<file path="config.mk">
export PLATFORM = sky130hd
export DESIGN_NAME = flash_ctl_regs
export DESIGN_NICKNAME = d
export VERILOG_FILES = /design/src/rtl/flash_ctl_pkg.sv /design/src/rtl/flash_guard_bits.sv /design/src/rtl/flash_susp_ctrl.sv /design/src/rtl/flash_region_decode.sv /design/src/rtl/flash_ctl_regs.sv
export SDC_FILE = /design/constraint.sdc
export NUM_CORES = 1
export LEC_CHECK = 0
export BUFFER_PORTS_ARGS = -buffer_cell sky130_fd_sc_hd__buf_2
export CAP_MARGIN = 25
export CORE_MARGIN = 4
export CORE_UTILIZATION = 40
export DETAILED_ROUTE_END_ITERATION = 8
export PLACE_DENSITY = 0.74
export SYNTH_ARGS = -nofsm -noshare
export SYNTH_HDL_FRONTEND = slang
export SYNTH_SLANG_ARGS = --single-unit
</file>
<file path="constraint.sdc">
create_clock -name clk -period 1.85 [get_ports clk]
set_clock_uncertainty 0.15 [all_clocks]
set_input_delay 0 -clock clk [delete_from_list [all_inputs] [get_ports clk]]
set_output_delay 0 -clock clk [all_outputs]
set_load 0.005 [all_outputs]
</file>
<file path="src/rtl/flash_ctl_pkg.sv">
package flash_ctl_pkg;
    localparam int DATA_W      = 8;
    localparam int NUM_REGIONS = 5;

    // erase-control register bit positions
    localparam int EC_EN_BIT   = 0;
    localparam int EC_REQ_BIT  = 1;
    localparam int EC_FLAG_BIT = 6;

    // protection register bit positions
    localparam int PR_ALL_BIT   = 0;
    localparam int PR_SMALL_BIT = 1;
    localparam int PR_ERR_BIT   = 4;

    typedef enum logic [2:0] {
        RGN_SMALL0 = 3'd0,
        RGN_SMALL1 = 3'd1,
        RGN_LARGE  = 3'd2,
        RGN_DATA_A = 3'd3,
        RGN_DATA_B = 3'd4
    } region_e;

    typedef struct packed {
        logic req;
        logic flag;
        logic resume;
    } susp_state_t;
endpackage

</file>
<file path="src/rtl/flash_guard_bits.sv">
module flash_guard_bits #(
    parameter int         N         = 1,
    parameter logic [N-1:0] RESET_VAL = '0
) (
    input  logic         clk,
    input  logic         rst_n,
    input  logic         wr_i,
    input  logic [N-1:0] wdata_i,
    output logic [N-1:0] bits_o
);
    typedef struct packed {
        logic [N-1:0] bits;
        logic [N-1:0] armed;
    } guard_state_t;

    guard_state_t st_d, st_q;

    always_comb begin
        st_d = st_q;
        if (wr_i) begin
            for (int i = 0; i < N; i++) begin
                if (!wdata_i[i]) begin
                    st_d.bits[i] = 1'b0;
                end else if (st_q.armed[i]) begin
                    st_d.bits[i] = 1'b1;
                end
                st_d.armed[i] = ~wdata_i[i];
            end
        end
    end

    always_ff @(posedge clk or negedge rst_n) begin
        if (!rst_n) begin
            st_q.bits  <= RESET_VAL;
            st_q.armed <= '0;
        end else begin
            st_q <= st_d;
        end
    end

    assign bits_o = st_q.bits;

    for (genvar g = 0; g < N; g++) begin : g_chk
        // a rise needs a write of 1 in the cycle before
        assert_guard_rise_R2: assert property (@(posedge clk) disable iff (!rst_n)
            $rose(bits_o[g]) |-> $past(wr_i && wdata_i[g]));
        // a written 0 always clears
        assert_guard_clear_R2: assert property (@(posedge clk) disable iff (!rst_n)
            (wr_i && !wdata_i[g]) |=> !bits_o[g]);
        // without a write the bit holds
        assert_guard_hold_R2: assert property (@(posedge clk) disable iff (!rst_n)
            !wr_i |=> $stable(bits_o[g]));
    end
endmodule

</file>
<file path="src/rtl/flash_susp_ctrl.sv">
module flash_susp_ctrl
    import flash_ctl_pkg::*;
(
    input  logic clk,
    input  logic rst_n,
    input  logic en_i,
    input  logic wr_i,
    input  logic wreq_i,
    input  logic susp_done_i,
    input  logic erase_start_i,
    output logic req_o,
    output logic flag_o,
    output logic resume_o,
    output logic susp_req_o
);
    susp_state_t st_d, st_q;
    logic        eff_req;

    assign eff_req = st_q.req & en_i;

    always_comb begin
        st_d        = st_q;
        st_d.resume = wr_i & ~wreq_i & st_q.req & st_q.flag;
        if (wr_i) begin
            st_d.req = wreq_i;
        end
        if (erase_start_i) begin
            st_d.flag = 1'b0;
        end else if (st_d.resume) begin
            st_d.flag = 1'b0;
        end else if (eff_req && susp_done_i) begin
            st_d.flag = 1'b1;
        end
    end

    always_ff @(posedge clk or negedge rst_n) begin
        if (!rst_n) begin
            st_q.req    <= 1'b0;
            st_q.flag   <= 1'b1;
            st_q.resume <= 1'b0;
        end else begin
            st_q <= st_d;
        end
    end

    assign req_o      = st_q.req;
    assign flag_o     = st_q.flag;
    assign resume_o   = st_q.resume;
    assign susp_req_o = eff_req;

    assert_flag_rise_cause_R5: assert property (@(posedge clk) disable iff (!rst_n)
        $rose(flag_o) |-> $past(susp_req_o && susp_done_i));
    assert_start_clears_R6: assert property (@(posedge clk) disable iff (!rst_n)
        erase_start_i |=> !flag_o);
    assert_resume_single_R7: assert property (@(posedge clk) disable iff (!rst_n)
        resume_o |=> !resume_o);
    assert_resume_drops_flag_R7: assert property (@(posedge clk) disable iff (!rst_n)
        resume_o |-> (!flag_o && !req_o));
endmodule

</file>
<file path="src/rtl/flash_region_decode.sv">
module flash_region_decode
    import flash_ctl_pkg::*;
(
    input  logic                   rw_i,
    input  logic                   all_i,
    input  logic                   small_i,
    output logic [NUM_REGIONS-1:0] en_o
);
    always_comb begin
        for (int r = 0; r < NUM_REGIONS; r++) begin
            unique case (region_e'(r))
                RGN_SMALL0, RGN_SMALL1: en_o[r] = rw_i & all_i & small_i;
                RGN_LARGE:              en_o[r] = rw_i & all_i;
                RGN_DATA_A, RGN_DATA_B: en_o[r] = rw_i;
                default:                en_o[r] = 1'b0;
            endcase
        end
    end

    always_comb begin
        if (!rw_i) begin
            assert_rw_off_R8: assert (en_o == '0);
        end
        if (en_o[RGN_SMALL0] || en_o[RGN_SMALL1]) begin
            assert_small_needs_large_R9: assert (en_o[RGN_LARGE]);
        end
    end
endmodule

</file>
<file path="src/rtl/flash_ctl_regs.sv">
module flash_ctl_regs
    import flash_ctl_pkg::*;
#(
    parameter int ADDR_W   = 4,
    parameter int EC_ADDR  = 1,
    parameter int PR_ADDR  = 2,
    parameter int IDX_W    = 3
) (
    input  logic                   clk,
    input  logic                   rst_n,
    input  logic [ADDR_W-1:0]      bus_addr_i,
    input  logic                   bus_wr_i,
    input  logic [DATA_W-1:0]      bus_wdata_i,
    output logic [DATA_W-1:0]      bus_rdata_o,
    input  logic                   rewrite_mode_i,
    input  logic                   susp_done_i,
    input  logic                   erase_start_i,
    output logic                   susp_req_o,
    output logic                   resume_o,
    input  logic                   prog_req_i,
    input  logic [IDX_W-1:0]       prog_region_i,
    output logic [NUM_REGIONS-1:0] region_en_o
);
    localparam int EXT_W = 1 << IDX_W;

    typedef struct packed {
        logic err;
    } top_state_t;

    top_state_t st_d, st_q;

    logic       wr_ec, wr_pr;
    logic       susp_en, req_bit, flag_bit;
    logic [1:0] prot_bits;
    logic [EXT_W-1:0] en_ext;
    logic       target_ok;

    assign wr_ec = bus_wr_i && (bus_addr_i == ADDR_W'(EC_ADDR));
    assign wr_pr = bus_wr_i && (bus_addr_i == ADDR_W'(PR_ADDR));

    flash_guard_bits #(.N(1), .RESET_VAL(1'b0)) u_ec_guard (
        .clk     (clk),
        .rst_n   (rst_n),
        .wr_i    (wr_ec),
        .wdata_i (bus_wdata_i[EC_EN_BIT]),
        .bits_o  (susp_en)
    );

    flash_guard_bits #(.N(2), .RESET_VAL(2'b01)) u_pr_guard (
        .clk     (clk),
        .rst_n   (rst_n),
        .wr_i    (wr_pr),
        .wdata_i ({bus_wdata_i[PR_SMALL_BIT], bus_wdata_i[PR_ALL_BIT]}),
        .bits_o  (prot_bits)
    );

    flash_susp_ctrl u_susp (
        .clk           (clk),
        .rst_n         (rst_n),
        .en_i          (susp_en),
        .wr_i          (wr_ec),
        .wreq_i        (bus_wdata_i[EC_REQ_BIT]),
        .susp_done_i   (susp_done_i),
        .erase_start_i (erase_start_i),
        .req_o         (req_bit),
        .flag_o        (flag_bit),
        .resume_o      (resume_o),
        .susp_req_o    (susp_req_o)
    );

    flash_region_decode u_rgn (
        .rw_i    (rewrite_mode_i),
        .all_i   (prot_bits[0]),
        .small_i (prot_bits[1]),
        .en_o    (region_en_o)
    );

    assign en_ext    = EXT_W'(region_en_o);
    assign target_ok = (int'(prog_region_i) < NUM_REGIONS) && en_ext[prog_region_i];

    always_comb begin
        st_d = st_q;
        if (prog_req_i && !target_ok) begin
            st_d.err = 1'b1;
        end else if (wr_pr && !bus_wdata_i[PR_ERR_BIT]) begin
            st_d.err = 1'b0;
        end
    end

    always_ff @(posedge clk or negedge rst_n) begin
        if (!rst_n) begin
            st_q.err <= 1'b0;
        end else begin
            st_q <= st_d;
        end
    end

    always_comb begin
        bus_rdata_o = '0;
        if (bus_addr_i == ADDR_W'(EC_ADDR)) begin
            bus_rdata_o[EC_EN_BIT]   = susp_en;
            bus_rdata_o[EC_REQ_BIT]  = req_bit;
            bus_rdata_o[EC_FLAG_BIT] = flag_bit;
        end else if (bus_addr_i == ADDR_W'(PR_ADDR)) begin
            bus_rdata_o[PR_ALL_BIT]   = prot_bits[0];
            bus_rdata_o[PR_SMALL_BIT] = prot_bits[1];
            bus_rdata_o[PR_ERR_BIT]   = st_q.err;
        end
    end

    assert_err_rise_cause_R10: assert property (@(posedge clk) disable iff (!rst_n)
        $rose(st_q.err) |-> $past(prog_req_i));
    assert_err_sticky_R10: assert property (@(posedge clk) disable iff (!rst_n)
        (st_q.err && !wr_pr) |=> st_q.err);
    assert_req_gated_R4: assert property (@(posedge clk) disable iff (!rst_n)
        (wr_ec && !bus_wdata_i[EC_EN_BIT]) |=> !susp_req_o);
endmodule

</file>
==> flow_summary_export.csv, run 1 <==
group,metric,value,unit
status,status,"finished, violations left",
status,violations,"hold timing",
pwr,power_per_cell_area,754,mW/mm^2
detailed_routing,routedWlPerCell,13.2,microns
logic_synthesis,yosysTopAreaCell,"dfrtp_1",
hold_path,worstHoldStart,"bus_addr_i[1]",
detailed_routing,drc,0,
logic_synthesis,postSynthCellCount,58,
run,drv_cap,0,
setup_path,crit_required,1.90,ns
final_layout,layout_common_cells,"buf_2, dlygate4sd3_1, dfrtp_1, inv_1, conb_1",
setup_path,start_kind,"input port",
die,coreArea,0.00135,sq mm
placed_design,dp_hpwl,1.05,mm
timing,period_needed,1.64,ns
detailed_routing,first_pass_iters,4,
cts,numCtsBuffers,3,
timing,finalCritPeriodShare,88.9,%
detailed_routing,wirelength,1.50,mm
final_layout,fin_nets,122,
detailed_routing,vias,579,
placed_design,place.gp.congestion,0.762,
logic_synthesis,synth.area.top_cells,"dfrtp_1, buf_4, dfstp_2",
placed_design,io_buffers,27,
logic_synthesis,ys_seq_elements,10,
cts,clk_pin_slew_worst_paths,0.07,ns
final_layout,syn2layout_area_growth,48.1,%
cts,tritoncts,"built",
setup_path,arrival,1.69,ns
pwr,ir_worst_vdd,569,uV
global_route,grt_overflow,0,
setup_path,crit_fanout,7,
timing,slew_viol_final,0,
timing,rsz0062_at_grt,"no",
hold_path,hp-class,"in -> reg",
global_route,grt_pass1_vias,493,
die,start_util,44.1,%
global_route,grt_pass1_wl,2.35,mm
setup_path,reg2reg_from,"u_susp.flag_o",
detailed_routing,first_iter_violations,8,
timing,hold_ws,-0.00280,ns
timing,final_hold_viol_count,1,
timing,tns,0,ns
die,die_w,46.6,microns
cts,h-tree-depth,1,
timing,setup_viol,0,
global_route,grt_max_degree,9,
global_route,grt_usage,15.4,%
final_layout,n_fill_cell,109,
final_layout,layout-drive-gt1-share,36.4,%
final_layout,final_common_cell,"buf_2",
die,die_y,46.6,microns
pwr,p_leak,0.469,nW
timing,fmax,608,MHz
cts,cts_buffer_depth,2,
logic_synthesis,yosysSeqAreaShare,42.4,%
cts,cts-root-buf,"clkbuf_4",
global_route,antenna_found_initial,0,
setup_path,end_kind,"flop",
logic_synthesis,syn_area_per_cell,10.3,sq um
setup_path,crit_start,"bus_wr_i",
setup_path,path_class,"in -> reg",
cts,cts_sinks,10,
cts,clock_latency,0.26,ns
detailed_routing,antenna_left,0,
pwr,power,0.665,mW
logic_synthesis,synth_cell_types,25,
logic_synthesis,yosysTopAreaCellShare,33.6,%
logic_synthesis,netlist_area,596,sq um
logic_synthesis,yosys_warnings,0,
cts,cts_resized,0,
die,dieArea,0.00217,sq mm
detailed_routing,via_per_inst,5.08,
final_layout,num_antenna_cells,0,
die,rows,13,
die,ios,37,
## repair_timing
action,in CTS,in global routing
buffers inserted,0,0
hold endpoints to repair,20,0
hold buffers,13,0
## routing by layer
metal	share of wire (%)	track usage, %	vias up
met4	0.60	3.41	0
li1	-	-	289
met1	44	20.3	265
met3	7.4	3.52	2
met2	48	25.5	23
met5	0	0	-
## synth_stat cells
master,count
mux2i_1,2
a41o_1,3
or4b_1,1
nand4b_1,1
dfstp_2,2
and3_1,3
inv_1,4
nor4_4,1
o21a_1,3
and2_1,2
o21ai_0,3
a32o_1,1
nand2_1,2
buf_4,7
or4b_4,1
conb_1,1
dfrtp_1,8
a211o_1,1
nor2_1,1
mux2_1,1
a21oi_1,1
nor2b_1,2
a22oi_1,2
nand3_1,2
nor3_1,3
## state kept, by name (all words and copies together), names as in the netlist
register,flops
u_susp.flag_o,1
u_susp.resume_o,1
u_pr_guard.bits_o,2
u_ec_guard.bits_o,1
u_ec_guard.st_q,1
st_q,1
u_pr_guard.st_q,2
u_susp.req_o,1
## critical path, cell delays in order
cell	delay, ns
dlygate4sd3_1	0.52
buf_2	0.17
inv_1	0.09
nor4_4	0.28
nor3_1	0.08
dlygate4sd3_1	0.55
## cell type report
class	count	area (sq um)	area share, %
sequential	10	253	28.7
tap	15	18.8	2.13
multi-input combinational	40	287	32.5
inverter	4	15.0	1.70
clock buffer	4	36.3	4.11
timing repair buffer	41	273	30.9
## through the flow
stage               hold slack [ns]  util (%)  cell area, sq um  std cells  worst slack [ns]
CTS                        0.000438      65.3               882        114             0.240
global route               0.000854      65.3               882        114             0.146
finish                     -0.00280      65.3               882        114             0.206
floorplan                    -0.446         -               607         61             0.497
detailed placement           -0.275      53.0               716         97             0.442
global placement             -0.279      53.0               716         97             0.457
## kinds of logic (layout without fill, tap and decap cells)
| logic type | count (synthesis) | after routing | share of synthesized area (%) |
|---|---|---|---|
| flops | 10 | 10 | 42.4 |
| mux | 3 | 3 | 5.25 |
| simple gates | 19 | 19 | 22.5 |
| other cells | 1 | 4 | 0.630 |
| buf+inv | 11 | 49 | 11.3 |
| compound gates | 14 | 14 | 17.9 |
## worst paths after layout
path,endpoint,slack (ns),cells after the start
max reg2reg,u_susp.flag_o,0.21,4
min,u_ec_guard.st_q[0],-0.003,4
max in group asynchronous,u_pr_guard.st_q[0],0.66,3
min reg2reg,st_q,0.34,1
min in group asynchronous,u_susp.flag_o,0.09,2
max,u_susp.flag_o,0.21,6
## report_power, final
part | internal [mW] | switching, mW
Sequential | 0.265 | 0.0327
Combinational | 0.0943 | 0.0699
Clock | 0.120 | 0.0835
Power figures use the tool's default switching activity.
==> run 2, diff against run 1 <==
--- a/config.mk
+++ b/config.mk
@@ -5,12 +5,13 @@
 export SDC_FILE = /design/constraint.sdc
 export NUM_CORES = 1
 export LEC_CHECK = 0
+export ABC_AREA = 1
 export BUFFER_PORTS_ARGS = -buffer_cell sky130_fd_sc_hd__buf_2
 export CAP_MARGIN = 25
 export CORE_MARGIN = 4
-export CORE_UTILIZATION = 40
+export CORE_UTILIZATION = 43
 export DETAILED_ROUTE_END_ITERATION = 8
-export PLACE_DENSITY = 0.74
+export PLACE_DENSITY = 0.75
 export SYNTH_ARGS = -nofsm -noshare
 export SYNTH_HDL_FRONTEND = slang
 export SYNTH_SLANG_ARGS = --single-unit
==> flow_summary_export.csv, run 2 <==
group,metric,value,unit
cts,cts_sinks,10,
timing,fmax,574,MHz
die,ios,37,
logic_synthesis,netlist_area,683,sq um
detailed_routing,wirelength,1.66,mm
final_layout,layout_common_cells,"nand2_1, buf_2, inv_1, dlygate4sd3_1, nor2_1",
global_route,grt_max_degree,11,
logic_synthesis,synthMuxAreaShare,0,%
logic_synthesis,synth_cell_types,19,
cts,tritoncts,"built",
setup_path,start_kind,"input port",
logic_synthesis,synthAdderAreaFrac,0,%
die,dieArea,0.00229,sq mm
logic_synthesis,synth_most_common_cell,"nand2_1",
pwr,power_per_cell_area,593,mW/mm^2
detailed_routing,via_per_inst,4.57,
setup_path,cp_cell_sequence,"dlygate4sd3_1 > buf_2 > inv_1 > nand2_2 > nor2_4 > nand2_2 > nand2_1 > o21ai_1 > dlygate4sd3_1",
cts,h-tree-depth,1,
global_route,grt_overflow,0,
cts,cts_buffer_depth,2,
global_route,grt_usage,16.1,%
pwr,power.share.clock,26.1,%
logic_synthesis,synth_top_family_by_area,"simple AND/OR/NAND/NOR gates",
detailed_routing,first_pass_iters,4,
setup_path,path_class,"in -> reg",
placed_design,io_buffers,27,
cts,clock_latency,0.27,ns
run,drv_cap,0,
placed_design,dp_hpwl,1.12,mm
pwr,switching_power,0.176,mW
setup_path,critPathSlowestCell,"dlygate4sd3_1",
global_route,grt_pass1_vias,651,
timing,hold_ws,0.0715,ns
timing,rsz0062_at_grt,"no",
timing,finalCritPeriodShare,94.1,%
timing,tns,0,ns
logic_synthesis,synth-edff-count,0,
cts,cts-root-buf,"clkbuf_4",
die,start_util,45.3,%
detailed_routing,first_iter_violations,13,
final_layout,fin_nets,165,
placed_design,place.gp.congestion,0.733,
global_route,grt_pass1_wl,2.55,mm
logic_synthesis,synthTopCellsByCount,"nand2_1, inv_1, nor2_1, dfrtp_1, buf_4",
timing,slew_viol_final,0,
die,die_w,47.9,microns
logic_synthesis,syn_area_per_cell,6.83,sq um
final_layout,syn2layout_area_growth,43.0,%
detailed_routing,antenna_left,0,
cts,clk_pin_slew_worst_paths,0.07,ns
pwr,ir_worst_vdd,452,uV
setup_path,arrival,1.74,ns
logic_synthesis,synthFlopType,"dfrtp_1",
timing,setup_viol,0,
logic_synthesis,ys_seq_elements,10,
detailed_routing,drc,0,
die,rows,14,
logic_synthesis,synth-compound-area-share,5.86,%
timing,final_hold_viol_count,0,
pwr,comb_power_share,25.7,%
setup_path,crit_required,1.85,ns
die,die_y,47.9,microns
hold_path,hp-class,"in -> async",
logic_synthesis,yosys.area_share.simple,38.3,%
setup_path,max_stage_delay,0.55,ns
detailed_routing,vias,717,
final_layout,layout-drive-gt1-share,29.1,%
pwr,p_leak,0.549,nW
pwr,seq_power_share,48.2,%
detailed_routing,routedWlPerCell,10.6,microns
global_route,antenna_found_initial,0,
logic_synthesis,yosysTopAreaCellShare,29.3,%
logic_synthesis,ys_async_sr_fraction,100,%
pwr,netSwitchingFraction,30.4,%
logic_synthesis,yosys_warnings,0,
status,status,"finished, final reports clean",
logic_synthesis,postSynthCellCount,100,
die,coreArea,0.00151,sq mm
setup_path,end_kind,"flop",
setup_path,crit_fanout,5,
logic_synthesis,yosysSeqAreaShare,37.0,%
timing,period_needed,1.74,ns
final_layout,num_antenna_cells,0,
logic_synthesis,synth_xor_area_share,0,%
logic_synthesis,synth.area.top_cells,"dfrtp_1, nand2_1, inv_1",
logic_synthesis,yosysTopAreaCell,"dfrtp_1",
pwr,p_int,0.403,mW
cts,numCtsBuffers,3,
run 2: cell count changes in the layout (fill, tap and decap cells not counted), sizes merged, moves of 3 or more:
| cell | previous run | this run |
|---|---|---|
| and3 | 3 | 0 |
| o21a | 3 | 0 |
| a41o | 3 | 0 |
| nand2 | 2 | 32 |
| inv | 4 | 18 |
| nand4 | 0 | 4 |
| nor2 | 1 | 14 |
| dlygate4sd3 | 13 | 16 |
run 2: worst max-delay path, delay by kind of cell:
| kind | cells | cell delay [ns] |
|---|---|---|
| compound gates | 1 | 0.06 |
| buf+inv | 4 | 1.28 |
| simple gates | 4 | 0.40 |
run 2: metrics by stage:
stage | util (%) | cell area, sq um | setup WS (ns) | power, mW | instances
2_1_floorplan | - | 694 | 0.729 | 0.361 | 103
3_3_place_gp | 52.6 | 792 | 0.692 | 0.396 | 138
3_5_place_dp | 52.6 | 792 | 0.664 | 0.401 | 138
4_1_cts | 64.7 | 975 | 0.115 | 0.583 | 157
5_1_grt | 64.9 | 977 | 0.000753 | 0.625 | 157
6_report | 64.9 | 977 | 0.109 | 0.579 | 157
run 2: logic make-up (layout without fill, tap and decap cells):
family | Yosys count | in the layout
other cells | 1 | 4
buf+inv | 26 | 64
flops | 10 | 10
compound gates | 7 | 7
simple gates | 56 | 56
run 2: metal layers:
layer / global-route usage, % / part of all wire [%] / vias to the layer above
li1: - / - / 374
met1: 18.3 / 42 / 322
met2: 28.2 / 50 / 18
met3: 6.77 / 6.8 / 3
met4: 3.23 / 0.54 / 0
met5: 0 / 0 / -
run 2: what timing repair did:
item / in CTS / in global routing
hold endpoints to repair: 20 / 0
hold buffers: 16 / 0
resized for setup: 0 / 1
setup endpoints to repair: 0 / 1
buffers inserted: 0 / 0
run 2: cell type report:
| type | instances | area [sq um] |
|---|---|---|
| inverters | 18 | 67.6 |
| flip-flops and latches | 10 | 253 |
| clock buffers | 3 | 22.5 |
| well taps | 16 | 20.0 |
| repair buffers | 43 | 295 |
| fillers | 135 | 529 |
| multi-input cells | 67 | 319 |
run 2: power groups by stage:
| stage | combinational (mW) | sequential (mW) | clock [mW] |
|---|---|---|---|
| finish | 0.149 | 0.279 | 0.151 |
| global route | 0.172 | 0.282 | 0.172 |
| CTS | 0.148 | 0.278 | 0.157 |
| detailed placement | 0.120 | 0.282 | 0 |
| global placement | 0.115 | 0.281 | 0 |
| floorplan | 0.0841 | 0.276 | 0 |
run 2: worst paths after layout:
| path | from | to | slack (ns) | cells past startpoint |
|---|---|---|---|---|
| max in group asynchronous | rst_n | u_pr_guard.st_q[0] | 0.65 | 3 |
| min | rst_n | u_susp.flag_o | 0.07 | 2 |
| max reg2reg | u_pr_guard.bits_o[0] | st_q | 0.11 | 6 |
| min reg2reg | u_pr_guard.bits_o[1] | u_pr_guard.bits_o[1] | 0.33 | 2 |
| max | bus_addr_i[3] | u_ec_guard.st_q[0] | 0.11 | 9 |
| min in group clk | rewrite_mode_i | region_en_o[4] | 0.08 | 2 |
==> run 3, diff against run 2 <==
--- a/config.mk
+++ b/config.mk
@@ -12,6 +12,7 @@
 export CORE_UTILIZATION = 43
 export DETAILED_ROUTE_END_ITERATION = 8
 export PLACE_DENSITY = 0.75
+export SETUP_SLACK_MARGIN = 0.2
 export SYNTH_ARGS = -nofsm -noshare
 export SYNTH_HDL_FRONTEND = slang
 export SYNTH_SLANG_ARGS = --single-unit
==> flow_summary_export.csv, run 3 (synthesis results as in run 2) <==
group,metric,value,unit
status,status,"finished, violations left",
status,violations,"hold timing",
die,dieArea,0.00229,sq mm
run,drv_cap,0,
setup_path,critPathSlowestCell,"dlygate4sd3_1",
final_layout,final_common_cell,"nand2_1",
setup_path,crit_fanout,5,
final_layout,final_util,69.2,%
detailed_routing,via_per_inst,4.55,
final_layout,syn2layout_area_growth,52.6,%
cts,clock_latency,0.27,ns
cts,cts_buffer_depth,2,
die,ios,37,
final_layout,layout_common_cells,"nand2_1, buf_2, dlygate4sd3_1, inv_1, nor2_1",
global_route,antenna_found_initial,0,
setup_path,crit_start,"bus_addr_i[0]",
setup_path,max_stage_delay,0.55,ns
cts,cts-root-buf,"clkbuf_4",
placed_design,place.gp.congestion,0.733,
pwr,ir_worst_vdd,432,uV
placed_design,io_buffers,27,
setup_path,cp_cell_sequence,"dlygate4sd3_1 > buf_2 > nand2_2 > nor2_4 > nand2_2 > nand2_1 > o21ai_1 > dlygate4sd3_1",
die,coreArea,0.00151,sq mm
final_layout,num_antenna_cells,0,
timing,tns,0,ns
global_route,grt_pass1_vias,665,
pwr,switching_power,0.182,mW
timing,finalCritPeriodShare,87.7,%
cts,clk_pin_slew_worst_paths,0.06,ns
final_layout,layout-drive-gt1-share,31.1,%
cts,tritoncts,"built",
detailed_routing,first_pass_iters,4,
cts,h-tree-depth,1,
global_route,grt_max_degree,11,
die,die_y,47.9,microns
pwr,p_int,0.413,mW
hold_path,hp-class,"in -> reg",
timing,setup_viol,0,
setup_path,end_kind,"flop",
timing,rsz0062_at_grt,"no",
global_route,grt_pass1_wl,2.71,mm
setup_path,reg2reg_from,"u_susp.flag_o",
pwr,power.share.clock,25.8,%
setup_path,arrival,1.62,ns
detailed_routing,drc,0,
pwr,netSwitchingFraction,30.7,%
pwr,power_per_cell_area,571,mW/mm^2
setup_path,crit_required,1.85,ns
placed_design,dp_hpwl,1.12,mm
hold_path,worstHoldStart,"bus_addr_i[1]",
detailed_routing,routedWlPerCell,11.5,microns
timing,slew_viol_final,0,
detailed_routing,first_iter_violations,15,
die,die_w,47.9,microns
timing,period_needed,1.62,ns
timing,final_hold_viol_count,1,
final_layout,fin_nets,172,
pwr,comb_power_share,27.4,%
timing,hold_ws,-0.000844,ns
pwr,seq_power_share,46.8,%
die,start_util,45.3,%
die,rows,14,
pwr,p_leak,0.597,nW
setup_path,path_class,"in -> reg",
setup_path,start_kind,"input port",
final_layout,n_fill_cell,126,
global_route,grt_overflow,0,
detailed_routing,wirelength,1.88,mm
global_route,grt_usage,17.3,%
detailed_routing,antenna_left,0,
detailed_routing,vias,747,
cts,numCtsBuffers,3,
cts,cts_sinks,10,
timing,fmax,616,MHz
## run 3: cell types whose count changed in the layout (fill, tap and decap cells not counted)
cell            before  now
nand2_1             27   28
nor2_1              11    9
nand2_2              5    4
nor2_2               0    2
buf_4                0    4
dlygate4sd3_1       16   18
dlymetal6s4s_1       0    1
## run 3: final cells by class
type | count | area [sq um] | share of cell area [%]
timing repair buffer | 50 | 358 | 34.3
multi-input combinational | 67 | 322 | 30.9
sequential | 10 | 253 | 24.2
inverter | 18 | 67.6 | 6.48
clock buffer | 3 | 22.5 | 2.16
tap | 16 | 20.0 | 1.92
## run 3: metal layers
layer,vias to the layer above,track usage (%),wire length (microns)
met5,-,0,0
met4,0,3.23,9
met3,3,6.77,138
met2,22,29.6,947
met1,333,20.5,785
li1,389,-,-
## run 3: through the flow
stage	hold slack, ns	power (mW)	worst slack, ns	cells	instance area (sq um)
global route	0.0224	0.638	0.185	164	1040
finish	-0.000844	0.595	0.227	164	1040
floorplan	-0.446	0.361	0.729	103	694
CTS	0.00142	0.592	0.211	162	1020
detailed placement	-0.272	0.401	0.664	138	792
global placement	-0.278	0.396	0.692	138	792
## run 3: final timing paths
kind | to | slack (ns) | cells after the start
setup / recovery | u_ec_guard.st_q[0] | 0.23 | 8
hold / removal | u_ec_guard.bits_o | -0.0008 | 6
setup reg to reg | u_susp.flag_o | 0.29 | 5
hold reg to reg | st_q | 0.33 | 2
max in group asynchronous | u_pr_guard.st_q[0] | 0.63 | 3
min in group asynchronous | u_susp.flag_o | 0.07 | 2
## run 3: power groups by stage
stage,registers [mW],logic (mW),clock network (mW)
after floorplan,0.276,0.0841,0
after global placement,0.281,0.115,0
after detailed placement,0.282,0.120,0
after CTS,0.278,0.157,0.157
after global routing,0.282,0.185,0.172
final,0.279,0.163,0.153
## run 3: repair_timing
action,CTS,global route
hold endpoints to repair,20,0
setup buffers,0,4
setup endpoints to repair,0,4
gates resized for setup,0,3
hold buffers,21,0
## run 3: critical path: cells and delay by family
family / cells / cell delay, ns
AOI/OAI and AO/OA: 1 / 0.06
and+or+nand+nor: 4 / 0.36
buffers and inverters: 3 / 1.20
